## config.mk

```make
export PLATFORM = sky130hd
export DESIGN_NAME = periph_reset_seq
export DESIGN_NICKNAME = d
export VERILOG_FILES = /design/src/rtl/prs_pkg.sv /design/src/rtl/prs_datapath.sv /design/src/rtl/prs_control.sv /design/src/rtl/periph_reset_seq.sv
export SDC_FILE = /design/constraint.sdc
export NUM_CORES = 1
export LEC_CHECK = 0
export ABC_AREA = 1
export BUFFER_PORTS_ARGS = -buffer_cell sky130_fd_sc_hd__buf_2
export CAP_MARGIN = 15
export CORE_ASPECT_RATIO = 1.5
export CORE_MARGIN = 2
export CORE_UTILIZATION = 53
export CTS_CLUSTER_DIAMETER = 80
export DETAILED_ROUTE_END_ITERATION = 8
export PLACE_DENSITY = 0.95
export SYNTH_ARGS = -nofsm -noshare
export SYNTH_HDL_FRONTEND = slang
export SYNTH_SLANG_ARGS = --single-unit
```

## constraint.sdc

```tcl
create_clock -name clk -period 2.7 [get_ports clk]
set_clock_uncertainty 0.05 [all_clocks]
set_input_delay 0.27 -clock clk [delete_from_list [all_inputs] [get_ports clk]]
set_output_delay 0.27 -clock clk [all_outputs]
set_load 0.005 [all_outputs]
```

## src/rtl/prs_pkg.sv

```systemverilog
package prs_pkg;

  typedef enum logic [3:0] {
    S_IDLE,
    S_W1,    // clear soft-reset
    S_P1,    // wait soft-reset low
    S_W2A,   // clear clock-gate
    S_W2B,   // set soft-reset
    S_P3,    // wait clock-gate high
    S_W4,    // clear soft-reset
    S_P4,    // wait soft-reset low
    S_W5,    // clear clock-gate
    S_P5     // wait clock-gate low
  } seqState_t;

  // strobes from control to datapath
  typedef struct packed {
    logic wrEn;     // issue a write this cycle
    logic toSet;    // 1: set alias, 0: clear alias
    logic selGate;  // 1: clock-gate bit, 0: soft-reset bit (write and check)
    logic chkWant;  // value the polled bit must show
    logic rdReq;    // issue a poll read
    logic cntLoad;  // reload the poll budget
    logic cntDec;   // consume one poll
  } seqCmd_t;

  // status from datapath to control
  typedef struct packed {
    logic rspValid;
    logic rspMet;
    logic lastTry;
  } seqStat_t;

endpackage

```

## src/rtl/prs_datapath.sv

```systemverilog
module prs_datapath
  import prs_pkg::*;
#(
  parameter int ADDR_W = 32,
  parameter int DATA_W = 32,
  parameter logic [ADDR_W-1:0] BASE_ADDR = 'h1000,
  parameter int SET_OFS = 4,
  parameter int CLR_OFS = 8,
  parameter int SRST_BIT = 31,
  parameter int GATE_BIT = 30,
  parameter int POLL_LIMIT = 1000000
) (
  input  logic              clk,
  input  logic              rst_n,
  input  seqCmd_t           cmd,
  output seqStat_t          status,
  output logic [ADDR_W-1:0] busAddr,
  output logic              busWe,
  output logic [DATA_W-1:0] busWdata,
  output logic              busRe,
  input  logic [DATA_W-1:0] busRdata,
  input  logic              busRvalid
);

  localparam int CNT_W = $clog2(POLL_LIMIT + 1);
  localparam logic [ADDR_W-1:0] SET_ADDR = BASE_ADDR + ADDR_W'(SET_OFS);
  localparam logic [ADDR_W-1:0] CLR_ADDR = BASE_ADDR + ADDR_W'(CLR_OFS);
  localparam logic [DATA_W-1:0] SRST_MASK = DATA_W'(1) << SRST_BIT;
  localparam logic [DATA_W-1:0] GATE_MASK = DATA_W'(1) << GATE_BIT;
  localparam logic [CNT_W-1:0] CNT_INIT = CNT_W'(POLL_LIMIT);

  logic [ADDR_W-1:0] addrQ;
  logic [DATA_W-1:0] wdataQ;
  logic              weQ;
  logic              reQ;
  logic [CNT_W-1:0]  cntQ;
  logic              polledBit;

  always_ff @(posedge clk or negedge rst_n) begin
    if (!rst_n) begin
      addrQ  <= BASE_ADDR;
      wdataQ <= '0;
      weQ    <= 1'b0;
      reQ    <= 1'b0;
    end else begin
      weQ <= cmd.wrEn;
      reQ <= cmd.rdReq;
      if (cmd.wrEn) begin
        addrQ  <= cmd.toSet ? SET_ADDR : CLR_ADDR;
        wdataQ <= cmd.selGate ? GATE_MASK : SRST_MASK;
      end else if (cmd.rdReq) begin
        addrQ <= BASE_ADDR;
      end
    end
  end

  always_ff @(posedge clk or negedge rst_n) begin
    if (!rst_n) begin
      cntQ <= CNT_INIT;
    end else if (cmd.cntLoad) begin
      cntQ <= CNT_INIT;
    end else if (cmd.cntDec) begin
      cntQ <= cntQ - CNT_W'(1);
    end
  end

  assign polledBit       = cmd.selGate ? busRdata[GATE_BIT] : busRdata[SRST_BIT];
  assign status.rspValid = busRvalid;
  assign status.rspMet   = busRvalid && (polledBit == cmd.chkWant);
  assign status.lastTry  = (cntQ == CNT_W'(1));

  assign busAddr  = addrQ;
  assign busWe    = weQ;
  assign busWdata = wdataQ;
  assign busRe    = reQ;

  // a poll is only consumed while budget remains beyond the last try
  assert_no_underflow_R6: assert property (@(posedge clk) disable iff (!rst_n)
    cmd.cntDec |-> (cntQ > CNT_W'(1)));

  // writes carry exactly one mask bit and target an alias
  assert_onehot_mask_R2: assert property (@(posedge clk) disable iff (!rst_n)
    busWe |-> ($countones(busWdata) == 1));
  assert_alias_addr_R2: assert property (@(posedge clk) disable iff (!rst_n)
    busWe |-> (busAddr == SET_ADDR || busAddr == CLR_ADDR));

  // never read and write in one cycle, reads are single-cycle
  assert_no_rw_overlap_R4: assert property (@(posedge clk) disable iff (!rst_n)
    !(busWe && busRe));
  assert_read_single_R4: assert property (@(posedge clk) disable iff (!rst_n)
    busRe |=> !busRe);

endmodule

```

## src/rtl/prs_control.sv

```systemverilog
module prs_control
  import prs_pkg::*;
(
  input  logic     clk,
  input  logic     rst_n,
  input  logic     start,
  input  logic     usTick,
  input  seqStat_t status,
  output seqCmd_t  cmd,
  output logic     done,
  output logic     error
);

  seqState_t stateQ, stateD, afterPoll;
  logic      awaitQ, awaitD;
  logic      doneQ, errQ;
  logic      pollActive;
  logic      finOk, finErr;
  logic      startAcc;

  assign startAcc = (stateQ == S_IDLE) && start;

  always_comb begin
    cmd        = '0;
    stateD     = stateQ;
    awaitD     = awaitQ;
    pollActive = 1'b0;
    afterPoll  = S_IDLE;
    finOk      = 1'b0;
    finErr     = 1'b0;
    unique case (stateQ)
      S_IDLE: if (start) stateD = S_W1;
      S_W1: begin
        cmd.wrEn = 1'b1; cmd.cntLoad = 1'b1; stateD = S_P1;
      end
      S_P1: begin
        pollActive = 1'b1; afterPoll = S_W2A;
      end
      S_W2A: begin
        cmd.wrEn = 1'b1; cmd.selGate = 1'b1; stateD = S_W2B;
      end
      S_W2B: begin
        cmd.wrEn = 1'b1; cmd.toSet = 1'b1; cmd.cntLoad = 1'b1; stateD = S_P3;
      end
      S_P3: begin
        pollActive = 1'b1; cmd.selGate = 1'b1; cmd.chkWant = 1'b1; afterPoll = S_W4;
      end
      S_W4: begin
        cmd.wrEn = 1'b1; cmd.cntLoad = 1'b1; stateD = S_P4;
      end
      S_P4: begin
        pollActive = 1'b1; afterPoll = S_W5;
      end
      S_W5: begin
        cmd.wrEn = 1'b1; cmd.selGate = 1'b1; cmd.cntLoad = 1'b1; stateD = S_P5;
      end
      S_P5: begin
        pollActive = 1'b1; cmd.selGate = 1'b1; afterPoll = S_IDLE;
      end
      default: stateD = S_IDLE;
    endcase

    if (pollActive) begin
      if (!awaitQ) begin
        if (usTick) begin
          cmd.rdReq = 1'b1;
          awaitD    = 1'b1;
        end
      end else if (status.rspValid) begin
        awaitD = 1'b0;
        if (status.rspMet) begin
          stateD = afterPoll;
          finOk  = (stateQ == S_P5);
        end else if (status.lastTry) begin
          stateD = S_IDLE;
          finErr = 1'b1;
        end else begin
          cmd.cntDec = 1'b1;
        end
      end
    end
  end

  always_ff @(posedge clk or negedge rst_n) begin
    if (!rst_n) begin
      stateQ <= S_IDLE;
      awaitQ <= 1'b0;
      doneQ  <= 1'b0;
      errQ   <= 1'b0;
    end else begin
      stateQ <= stateD;
      awaitQ <= awaitD;
      doneQ  <= finOk | finErr;
      if (finOk | finErr) begin
        errQ <= finErr;
      end else if (startAcc) begin
        errQ <= 1'b0;
      end
    end
  end

  assign done  = doneQ;
  assign error = errQ;

  // done never lasts more than one cycle
  assert_done_pulse_R7: assert property (@(posedge clk) disable iff (!rst_n)
    done |=> !done);

  // error holds while idle and no start arrives
  assert_error_held_R8: assert property (@(posedge clk) disable iff (!rst_n)
    (stateQ == S_IDLE && !start) |=> $stable(error));

  // a running sequence never restarts at its first step
  assert_no_restart_R9: assert property (@(posedge clk) disable iff (!rst_n)
    (stateQ != S_IDLE) |=> (stateQ != S_W1));

endmodule

```

## src/rtl/periph_reset_seq.sv

```systemverilog
module periph_reset_seq
  import prs_pkg::*;
#(
  parameter int ADDR_W = 32,
  parameter int DATA_W = 32,
  parameter logic [ADDR_W-1:0] BASE_ADDR = 'h1000,
  parameter int SET_OFS = 4,
  parameter int CLR_OFS = 8,
  parameter int SRST_BIT = 31,
  parameter int GATE_BIT = 30,
  parameter int POLL_LIMIT = 1000000
) (
  input  logic              clk,
  input  logic              rst_n,
  input  logic              start,
  input  logic              usTick,
  output logic              done,
  output logic              error,
  output logic [ADDR_W-1:0] busAddr,
  output logic              busWe,
  output logic [DATA_W-1:0] busWdata,
  output logic              busRe,
  input  logic [DATA_W-1:0] busRdata,
  input  logic              busRvalid
);

  seqCmd_t  cmd;
  seqStat_t status;

  prs_control ctrl_i (
    .clk    (clk),
    .rst_n  (rst_n),
    .start  (start),
    .usTick (usTick),
    .status (status),
    .cmd    (cmd),
    .done   (done),
    .error  (error)
  );

  prs_datapath #(
    .ADDR_W     (ADDR_W),
    .DATA_W     (DATA_W),
    .BASE_ADDR  (BASE_ADDR),
    .SET_OFS    (SET_OFS),
    .CLR_OFS    (CLR_OFS),
    .SRST_BIT   (SRST_BIT),
    .GATE_BIT   (GATE_BIT),
    .POLL_LIMIT (POLL_LIMIT)
  ) dp_i (
    .clk       (clk),
    .rst_n     (rst_n),
    .cmd       (cmd),
    .status    (status),
    .busAddr   (busAddr),
    .busWe     (busWe),
    .busWdata  (busWdata),
    .busRe     (busRe),
    .busRdata  (busRdata),
    .busRvalid (busRvalid)
  );

  // a poll read follows a tick by exactly one cycle
  assert_read_after_tick_R4: assert property (@(posedge clk) disable iff (!rst_n)
    busRe |-> $past(usTick));

  // no bus access while the reset-state outputs are expected quiet after done
  assert_quiet_after_done_R1: assert property (@(posedge clk) disable iff (!rst_n)
    done |-> (!busWe && !busRe));

endmodule

```

Yosys cells after proc, flatten, opt, wreduce, memory -nomap -nowiden. Cells that the tools add are included.

Add/subtract/negate cells: 1. Equal/unequal tests: 11. Muxes and demuxes: 42. Bitwise gates (word level): 1. Reduce and logical (&&, ||, !) cells: 10.

Operator list (number): $mux W32 (3); $mux W20 (2); $mux W1 (28); $mux W4 (7); $pmux W4 S7 (1); $eq A20 B1 Y1 const B (1); $sub A20 B1 Y20 const B (1); $eq A4 B3 Y1 const B (4); $pmux W4 S3 (1); $reduce_or A4 Y1 (3); $eq A4 B2 Y1 const B (2); $eq A4 B4 Y1 const B (2); $reduce_bool A2 Y1 (3); $reduce_or A5 Y1 (1); $eq A4 B1 Y1 const B (1); $logic_not A4 Y1 (1); $logic_and A1 B1 Y1 (2); $eq A1 B1 Y1 (1); $or A1 B1 Y1 (1).

Register bits after elaboration: 93. Input bits: 37. Output and inout bits: 68. Word-level logic and storage cells: 74.

Depth between registers and ports, before layout. Gate-level depths: netlist of the first run.

Word-level depth: 12. Gate-level depth with buffers: 14. Depth with buffers taken out: 14.

Hierarchy. Synthesis of the first run repeated with hierarchy kept, for this count alone.

Cell total of the unflattened synthesis: 329. Area total of the unflattened synthesis: 2497.4 um^2.

Modules (own cells, without submodules): prs_datapath (instances 1, cells each 247, area an instance 1941.9 um^2, seq. area each 659.4 um^2); prs_control (instances 1, cells each 82, area an instance 555.5 um^2, seq. area each 175.2 um^2).

Worst setup path before layout of the first run. OpenSTA, ideal clock, no wires.

Path kind: register to register. From: register ctrl_i.stateQ[3]. To: register dp_i.cntQ[11]. Library setup time: 0.117 ns. Data arrival time: 1.507 ns. Data required time: 2.533 ns. Path slack: 1.026 ns. Stages on the path, launching flop included: 12. Path buffers: 1. Period minus slack after synthesis: 1.674 ns. Path through: dfrtp_1 nor2_2 inv_1 nor2_2 nor2_2 nand2_2 nand2_2 clkinv_2 nand3_4 buf_4 nand3_1 nand2_1.

Longest elaborated chain between the ends: 11. Elaborated cells on any way between the ends: 25. Classes of those cells: eq/ne (10); mux (10); reduce/logical (5).

RTL lines: from (decl) (RTL line prs_control.sv:14) `seqState_t stateQ, stateD, afterPoll;`; from (signal assigned) (RTL line prs_control.sv:91) `stateQ <= stateD;`; $eq A4 B2 Y1 (tied with other cells) (RTL line prs_control.sv:31) `unique case (stateQ)`; $reduce_or A4 Y1 (no line); $mux W1 (RTL line prs_control.sv:31); $mux W1 (RTL line prs_datapath.sv:67) `assign polledBit = cmd.selGate ? busRdata[GATE_BIT] : busRdata[SRST_BIT];`; $eq A1 B1 Y1 (RTL line prs_datapath.sv:69) `assign status.rspMet = busRvalid && (polledBit == cmd.chkWant);`; $logic_and A1 B1 Y1 (RTL line prs_datapath.sv:69); $mux W1 (RTL line prs_control.sv:71) `if (status.rspMet) begin`; $mux W1 (RTL line prs_control.sv:69) `end else if (status.rspValid) begin`; $mux W1 (RTL line prs_control.sv:64) `if (!awaitQ) begin`; $mux W1 (RTL line prs_control.sv:63) `if (pollActive) begin`; $reduce_bool A2 Y1 (no line); to (signal assigned) (RTL line prs_datapath.sv:63) `cntQ <= cntQ - CNT_W'(1);`; to (decl) (RTL line prs_datapath.sv:36) `logic [CNT_W-1:0] cntQ;`.

Parallel ways exist; a longest one is shown, timed or not. A chain may end at the register's enable or synchronous reset.

Worst setup path after layout of the first run.
From: register ctrl_i.stateQ[3]. To: register dp_i.cntQ[19].

Same word-level chain as after synthesis.

==> qor.csv, run 1 <==
metric,value,unit
rsz0062_at_grt,no,
met1_length,1833,µm
row_count,31,
violations,negative hold slack,
pwr_density_cell,1258,mW/mm²
drc_errors,0,
ctsResizeCount,0,
layout-area-overhead-vs-synth,0.6340,%
cp-start-kind,flip-flop,
cts_sinks,33,
status,"complete, but fails checks",
dr.first_iter.drc_count,181,
crit_required,2.87,ns
grt.overflow.total,0,
ys_seq_area_share,32.52,%
drt_pass1_iterations,4,
ios,105,
floorplan.die.height,89.22,µm
cts_made_buffers,5,
gp_congestion,0.9585,
synth_top_area_share,25.35,%
root_buffer,clkbuf_8,
ff_latch_area,834.6,µm²
period_share,77.97,%
crit_chain,nor2_2 > inv_1 > nor2_2 > nor2_2 > nand2_2 > nand2_2 > clkinv_2 > nand3_4 > nand2_4 > o21ai_0 > o21ai_0,
cp-end-kind,flip-flop,
initial_core_util,54.23,%
synth_largest_area_cell,dfrtp_1,
min_period,2.105,ns
grt_pass1_wl,8424,µm
hold_class,in2async,
numPortBuffers,14,
maxSlewViolCount,0,
insertion_delay,0.30,ns
nFillCells,439,
fin_cells,433,
cp_slowest_stage_delay,0.47,ns
diodes,0,
relSlewSlack,50.34,%
crit_path_frequent_cell,nor2_2,
ir_worst_vdd,0.4853,mV
h-tree-depth,2,
drive_gt1_share,15.26,%
ant_nets,0,
antenna_found_initial,0,
grt_max_degree,34,
final.setup.tns,0,ns
routed-wl-met3,287,µm
synth.avg_cell_area,7.332,µm²
fmax,475.0,MHz
maxCapViolations,0,
worstPathMaxFanout,19,
post-dp-hpwl,3844,µm
cts_hold_buf,0,
leakage,1.410,nW
yosysWarnings,0,
syn_area,0.002566,mm²
die_area,0.005426,mm²
cp.arrival,2.27,ns
path_buf_inv,2,
fp.coreArea,0.004732,mm²
cpLargestDelayFamily,simple AND/OR/NAND/NOR gates,
final_common_cell,nand2_1,
multi_input_comb_area,0.001333,mm²
tightest_slew,0.7449,ns
dr_wl_met2,2800,µm
track_usage,20.71,%
cts_setup_buffers,0,
cts_tree,built,
routed_wl,5097,µm
yosysUniqueCellTypes,33,
via_count,2114,
hold_violations,20,
grt_pass1_vias,2010,
synthCells,350,
setup_viol,0,
ys_seq_elements,33,
post_synth_main_area_contributors,"dfrtp_1, buf_4, nand2_1",
slowest_stage,dfrtp_1,
die_x,60.82,µm
path_clk_slew,0.08,ns
layout_common_cells,"nand2_1, conb_1, nor2_1",
avgViaCountPerCell,4.882,
dpl.cell_count,425,
clock_path_buffers,2,
routed.top_layer,met4,
nNetsFinal,405,
wl_per_cell,11.77,µm
whs,-0.01549,ns
path_class,reg2reg,
==> cell usage after synthesis, drive strengths merged <==
| master | instances |
|---|---|
| a21oi | 2 |
| or2 | 2 |
| dfrtp | 26 |
| clkinv | 2 |
| dfstp | 7 |
| inv | 33 |
| clkbuf | 1 |
| o31ai | 2 |
| ha | 2 |
| nand3 | 35 |
| nand2 | 71 |
| xor2 | 11 |
| buf | 64 |
| o21ai | 16 |
| nor2 | 49 |
| conb | 2 |
| nand4 | 7 |
| o21a | 1 |
| nor4 | 4 |
| xnor2 | 4 |
| nor3 | 8 |
| o22ai | 1 |
==> layer usage <==
| metal | up-vias | global-route usage, % |
|---|---|---|
| met5 | - | 0 |
| met4 | 0 | 11.86 |
| met3 | 20 | 4.486 |
| met2 | 80 | 38.42 |
| met1 | 994 | 20.34 |
| li1 | 1020 | - |
==> registers in the layout, indices dropped and copies added, names as in the netlist <==
| register | count |
|---|---|
| ctrl_i.awaitQ | 1 |
| ctrl_i.done | 1 |
| ctrl_i.error | 1 |
| ctrl_i.stateQ | 4 |
| dp_i.busAddr | 2 |
| dp_i.busRe | 1 |
| dp_i.busWdata | 2 |
| dp_i.busWe | 1 |
| dp_i.cntQ | 20 |
==> power breakdown <==
part	switching, mW	internal, mW	total, mW
registers	0.195	0.740	0.935
clock network	0.205	0.276	0.481
logic	1.22	0.613	1.83
total	1.62	1.63	3.25
==> worst register-to-register path: stages, from the launching register on <==
cell and delay (ns):
dfrtp_1 0.47, nor2_2 0.22, inv_1 0.09, nor2_2 0.17, nor2_2 0.06, nand2_2 0.10, nand2_2 0.07, clkinv_2 0.09
nand3_4 0.23, nand2_4 0.27, o21ai_0 0.12, o21ai_0 0.09
==> metrics by stage <==
step / hold WS [ns] / util (%) / instance area [µm²] / setup WS, ns / power, mW
global route: 0.02930 / 54.57 / 2582 / 0.3795 / 3.562
finish: -0.01549 / 54.57 / 2582 / 0.5947 / 3.249
floorplan: -0.07559 / - / 2784 / 1.026 / 2.430
global placement: 0.3074 / 52.14 / 2467 / 0.7040 / 2.669
CTS: 0.007576 / 54.57 / 2582 / 0.6021 / 3.238
detailed placement: 0.3243 / 52.14 / 2467 / 0.6310 / 2.746
==> cell type report <==
class	count	share of cell area, %
clock buffer	5	2.665
sequential	33	32.32
tap	66	3.198
inverter	35	5.136
multi-input combinational	275	51.60
timing repair buffer	16	3.295
clock inverter	3	1.793
==> kinds of logic (layout without fill, tap and decap cells) <==
kind of cell | Yosys count | after routing | synth area share, %
XOR/XNOR | 15 | 15 | 5.119
flip-flops | 33 | 33 | 32.52
other | 2 | 60 | 0.2926
AND/OR/NAND/NOR | 176 | 176 | 32.18
AO/OA/AOI/OAI | 22 | 22 | 4.876
adder cells (fa/ha/maj) | 2 | 2 | 0.9750
buffers and inverters | 100 | 59 | 24.04
==> final timing paths <==
| path | slack, ns | startpoint | cells after the start | to |
|---|---|---|---|---|
| setup / recovery | 0.59 | ctrl_i.stateQ[3]$_DFF_PN0_ | 11 | dp_i.cntQ[19]$_DFFE_PN1P_ |
| hold / removal | -0.02 | rst_n | 1 | dp_i.busRe$_DFF_PN0_ |
| setup reg to reg | 0.59 | ctrl_i.stateQ[3]$_DFF_PN0_ | 11 | dp_i.cntQ[19]$_DFFE_PN1P_ |
| hold reg to reg | 0.44 | dp_i.busWdata[30]$_DFFE_PN0P_ | 2 | dp_i.busWdata[30]$_DFFE_PN0P_ |
| max in group asynchronous | 2.14 | rst_n | 1 | dp_i.cntQ[11]$_DFFE_PN0P_ |
| min in group clk | 0.23 | usTick | 3 | ctrl_i.awaitQ$_DFFE_PN0P_ |
Power figures use the tool's default switching activity.
==> inputs of run 2 (changes only) <==
ABC_AREA = 0   (was 1)
CORE_UTILIZATION = 49   (was 53)
PLACE_DENSITY = 0.9   (was 0.95)
clock period = 2.2 ns   (was 2.7 ns; I/O delays follow)
==> run 2 against run 1 <==
Effect of this change:
- the flow finishes with violations (negative setup slack)
- cell count is 4.4% lower
- register-to-register slack worse by 0.66 ns
- synthesized cell count is 17% lower
- synthesized area is 0.93% lower
- largest power group unchanged
- count of clock-buffer cells in the layout is 1 higher
- combinational power is 8% higher
- sequential share of layout area is 4.8 points lower
- fmax is 7.0% lower
==> qor.csv, run 2 <==
metric,value,unit,change
status,"complete, but fails checks",,
violations,negative setup slack,,
ys_seq_area_share,32.82,%,+0.30 points
die_x,62.82,µm,+3.3%
postLayoutCellArea,0.003035,mm²,+18%
initial_core_util,50.00,%,-4.2 points
dpl.cell_count,395,,-7.1%
post_synth_main_area_contributors,"dfrtp_1, buf_4, dfstp_2",,
place_area,0.002693,mm²,+9.1%
fin_cells,414,,-4.4%
r2r_cells,7,,-4
drt_pass1_iterations,4,,unchanged
numPortBuffers,14,,unchanged
fmax,441.6,MHz,-7.0%
rr_endpoint,dp_i.cntQ[7]$_DFFE_PN0P_,,
holdPathStages,3,,
gp_congestion,0.8959,,-6.5%
yosys_most_used_dff,dfrtp_1,,
yosysMostFrequentCell,buf_4,,
yosys-top-cells-count,"buf_4, dfrtp_1, nand2_1",,
r2r_start,ctrl_i.stateQ[2]$_DFF_PN0_,,
period_share,102.9,%,+25 points
fp.coreArea,0.005085,mm²,+7.5%
die_area,0.005793,mm²,+6.8%
via_count,2297,,+8.7%
floorplan.die.height,92.22,µm,+3.4%
layout-area-overhead-vs-synth,19.39,%,
synth_xor_area_share,0,%,-5.1 points
cp_slowest_stage_delay,0.50,ns,+0.03 ns
drive_gt1_share,31.21,%,+16 points
path_class,reg2reg,,
top_regs,"dp_i.cntQ: 20 flops, ctrl_i.stateQ: 4 flops",,
clock_path_buffers,2,,unchanged
pwr_density_cell,1088,mW/mm²,-14%
root_buffer,clkbuf_8,,
cts_made_buffers,5,,unchanged
nNetsFinal,384,,-5.2%
ir_worst_vdd,0.4480,mV,-7.7%
synth_top_family_by_area,simple AND/OR/NAND/NOR gates,,
cts_tree,built,,
synth_edf_count,0,,unchanged
synthArstFlopShare,100.0,%,unchanged
wl_per_cell,15.60,µm,+33%
relSlewSlack,48.40,%,-1.9 points
antenna_found_initial,0,,unchanged
row_count,32,,+3.2%
whs_endpoint,ctrl_i.awaitQ$_DFFE_PN0P_,,
synthSimpleGateAreaFrac,22.10,%,-10 points
syn_area,0.002542,mm²,-0.93%
layout_common_cells,"conb_1, buf_4, dfrtp_1",,
cp.arrival,2.43,ns,+0.16 ns
diodes,0,,unchanged
final_common_cell,conb_1,,
avgViaCountPerCell,5.548,,+14%
synth_fa_ha_area_share,1.378,%,+0.40 points
gr-usage-met1,22.14,%,+1.8 points
ios,105,,unchanged
ys_seq_elements,33,,unchanged
rsz0062_at_grt,yes,,
met2_usage,40.32,%,+1.9 points
cp-end-kind,flip-flop,,
synthCells,292,,-17%
crit_chain,buf_6 > mux2_4 > a221oi_4 > buf_4 > o22ai_4 > or4_4 > a21oi_2,,
tightest_slew,0.7740,ns,+0.02915 ns
routed_wl,6459,µm,+27%
regMostFlops,dp_i.cntQ,,
yosysWarnings,0,,unchanged
busiest_layer,met2,,
cts_sinks,33,,unchanged
setup_viol,3,,+3
yosysUniqueCellTypes,57,,+73%
min_period,2.264,ns,+0.1591 ns
insertion_delay,0.30,ns,about the same
regToRegSetupSlack,-0.06,ns,-0.66 ns
synth_top_area_share,25.59,%,+0.24 points
grt_pass1_vias,2259,,+12%
maxSlewViolCount,0,,unchanged
min_from,usTick,,
slowest_stage,or4_4,,
hold_class,in2reg,,
synth_largest_area_cell,dfrtp_1,,
drc_errors,0,,unchanged
synth_compound_area_share,18.11,%,+13 points
ant_nets,0,,unchanged
grt_max_degree,34,,unchanged
synth_mux_area_share,3.593,%,+3.6 points
crit_required,2.37,ns,-0.50 ns
maxCapViolations,0,,unchanged
post-dp-hpwl,4461,µm,+16%
grt_pass1_wl,10100,µm,+20%
layout_setup_ws,-0.06444,ns,-0.6591 ns
grt.overflow.total,0,,unchanged
leakage,1.387,nW,-1.6%
synth.avg_cell_area,8.707,µm²,+19%
h-tree-depth,2,,unchanged
hold_violations,0,,-100%
dr.first_iter.drc_count,201,,+11%
worstPathMaxFanout,7,,-12
track_usage,22.09,%,+1.4 points
path_clk_slew,0.08,ns,about the same
use_met3,4.908,%,+0.42 points
cp-start-kind,flip-flop,,
largest_reg_flops,20,,unchanged
-- run 2: cell types whose count changed in the layout (fill, tap and decap cells not counted), moves of 6 or more --
| cell | before | now |
|---|---|---|
| nand2_1 | 63 | 19 |
| buf_4 | 2 | 41 |
| nor2_1 | 45 | 11 |
| inv_1 | 30 | 11 |
| nand3_1 | 30 | 13 |
| xor2_1 | 11 | 0 |
| a21oi_1 | 2 | 12 |
| or3_1 | 0 | 9 |
| mux2i_1 | 0 | 8 |
| o21ai_0 | 16 | 8 |
| nand2_2 | 7 | 1 |
| or4_4 | 0 | 6 |
-- run 2: timing repair --
action                                  CTS  global route
resized for setup                         6            33
pin swaps                                 2             8
hold buffers                              1             0
endpoints found under the setup margin   10            21
endpoints found under the hold margin    26             0
setup buffers                             2             8
-- run 2: cells by family after synthesis --
| group | Yosys count |
|---|---|
| flops | 33 |
| buf+inv | 84 |
| other cells | 2 |
| simple gates | 99 |
| compound gates | 62 |
| mux | 9 |
| fa+ha+maj | 3 |
-- run 2: worst max-delay path by stage --
| stage | start | endpoint | slack, ns | cells past startpoint |
|---|---|---|---|---|
| final | ctrl_i.stateQ[2]$_DFF_PN0_ | dp_i.cntQ[7]$_DFFE_PN0P_ | -0.06 | 7 |
| after floorplan | ctrl_i.stateQ[2]$_DFF_PN0_ | dp_i.cntQ[11]$_DFFE_PN0P_ | -0.02 | 6 |
| after CTS | dp_i.cntQ[13]$_DFFE_PN0P_ | dp_i.cntQ[17]$_DFFE_PN1P_ | -0.02 | 5 |
| after global placement | dp_i.cntQ[8]$_DFFE_PN0P_ | dp_i.cntQ[14]$_DFFE_PN1P_ | -0.02 | 6 |
| after detailed placement | dp_i.cntQ[13]$_DFFE_PN0P_ | dp_i.cntQ[17]$_DFFE_PN1P_ | -0.04 | 5 |
| after global routing | dp_i.cntQ[13]$_DFFE_PN0P_ | dp_i.cntQ[13]$_DFFE_PN0P_ | -0.10 | 8 |
-- run 2: critical path: cells and delay by family (launching register included) --
kind	cells	cell delay, ns
buffers and inverters	2	0.34
muxes	1	0.27
DFF	1	0.41
and+or+nand+nor	1	0.50
AOI/OAI and AO/OA	3	0.62
-- run 2: metrics by stage --
step                hold WS (ns)  power [mW]  setup TNS (ns)  worst slack (ns)  utilization, %
floorplan                -0.1256       1.953        -0.08297          -0.02281               -
global placement          0.2718       2.388        -0.02123          -0.02105           52.95
detailed placement        0.2843       2.452         -0.1542          -0.04130           52.95
CTS                       0.1284       2.984        -0.02283          -0.02283           55.68
global route              0.1811       3.517         -0.7137           -0.1009           59.69
finish                    0.1324       3.302        -0.09268          -0.06444           59.69
-- run 2: routing by layer --
| layer | up-vias | routed length [µm] |
|---|---|---|
| li1 | 1059 | - |
| met1 | 1092 | 2272 |
| met2 | 124 | 3547 |
| met3 | 22 | 396 |
| met4 | 0 | 243 |
| met5 | - | 0 |
-- run 2: power by group --
part           total [mW]  switching [mW]  internal, mW
registers           0.870           0.125         0.746
clock network       0.456           0.237         0.219
logic                1.98            1.11         0.864
total                3.30            1.47          1.83
-- run 2: area by class of cell --
type | instances | area, µm²
timing repair buffer | 61 | 444.2
tap | 68 | 85.08
clock buffer | 6 | 72.57
clock inverter | 2 | 10.01
multi-input combinational | 233 | 1548
sequential | 33 | 834.6
inverter | 11 | 41.29
fill | 425 | 2049
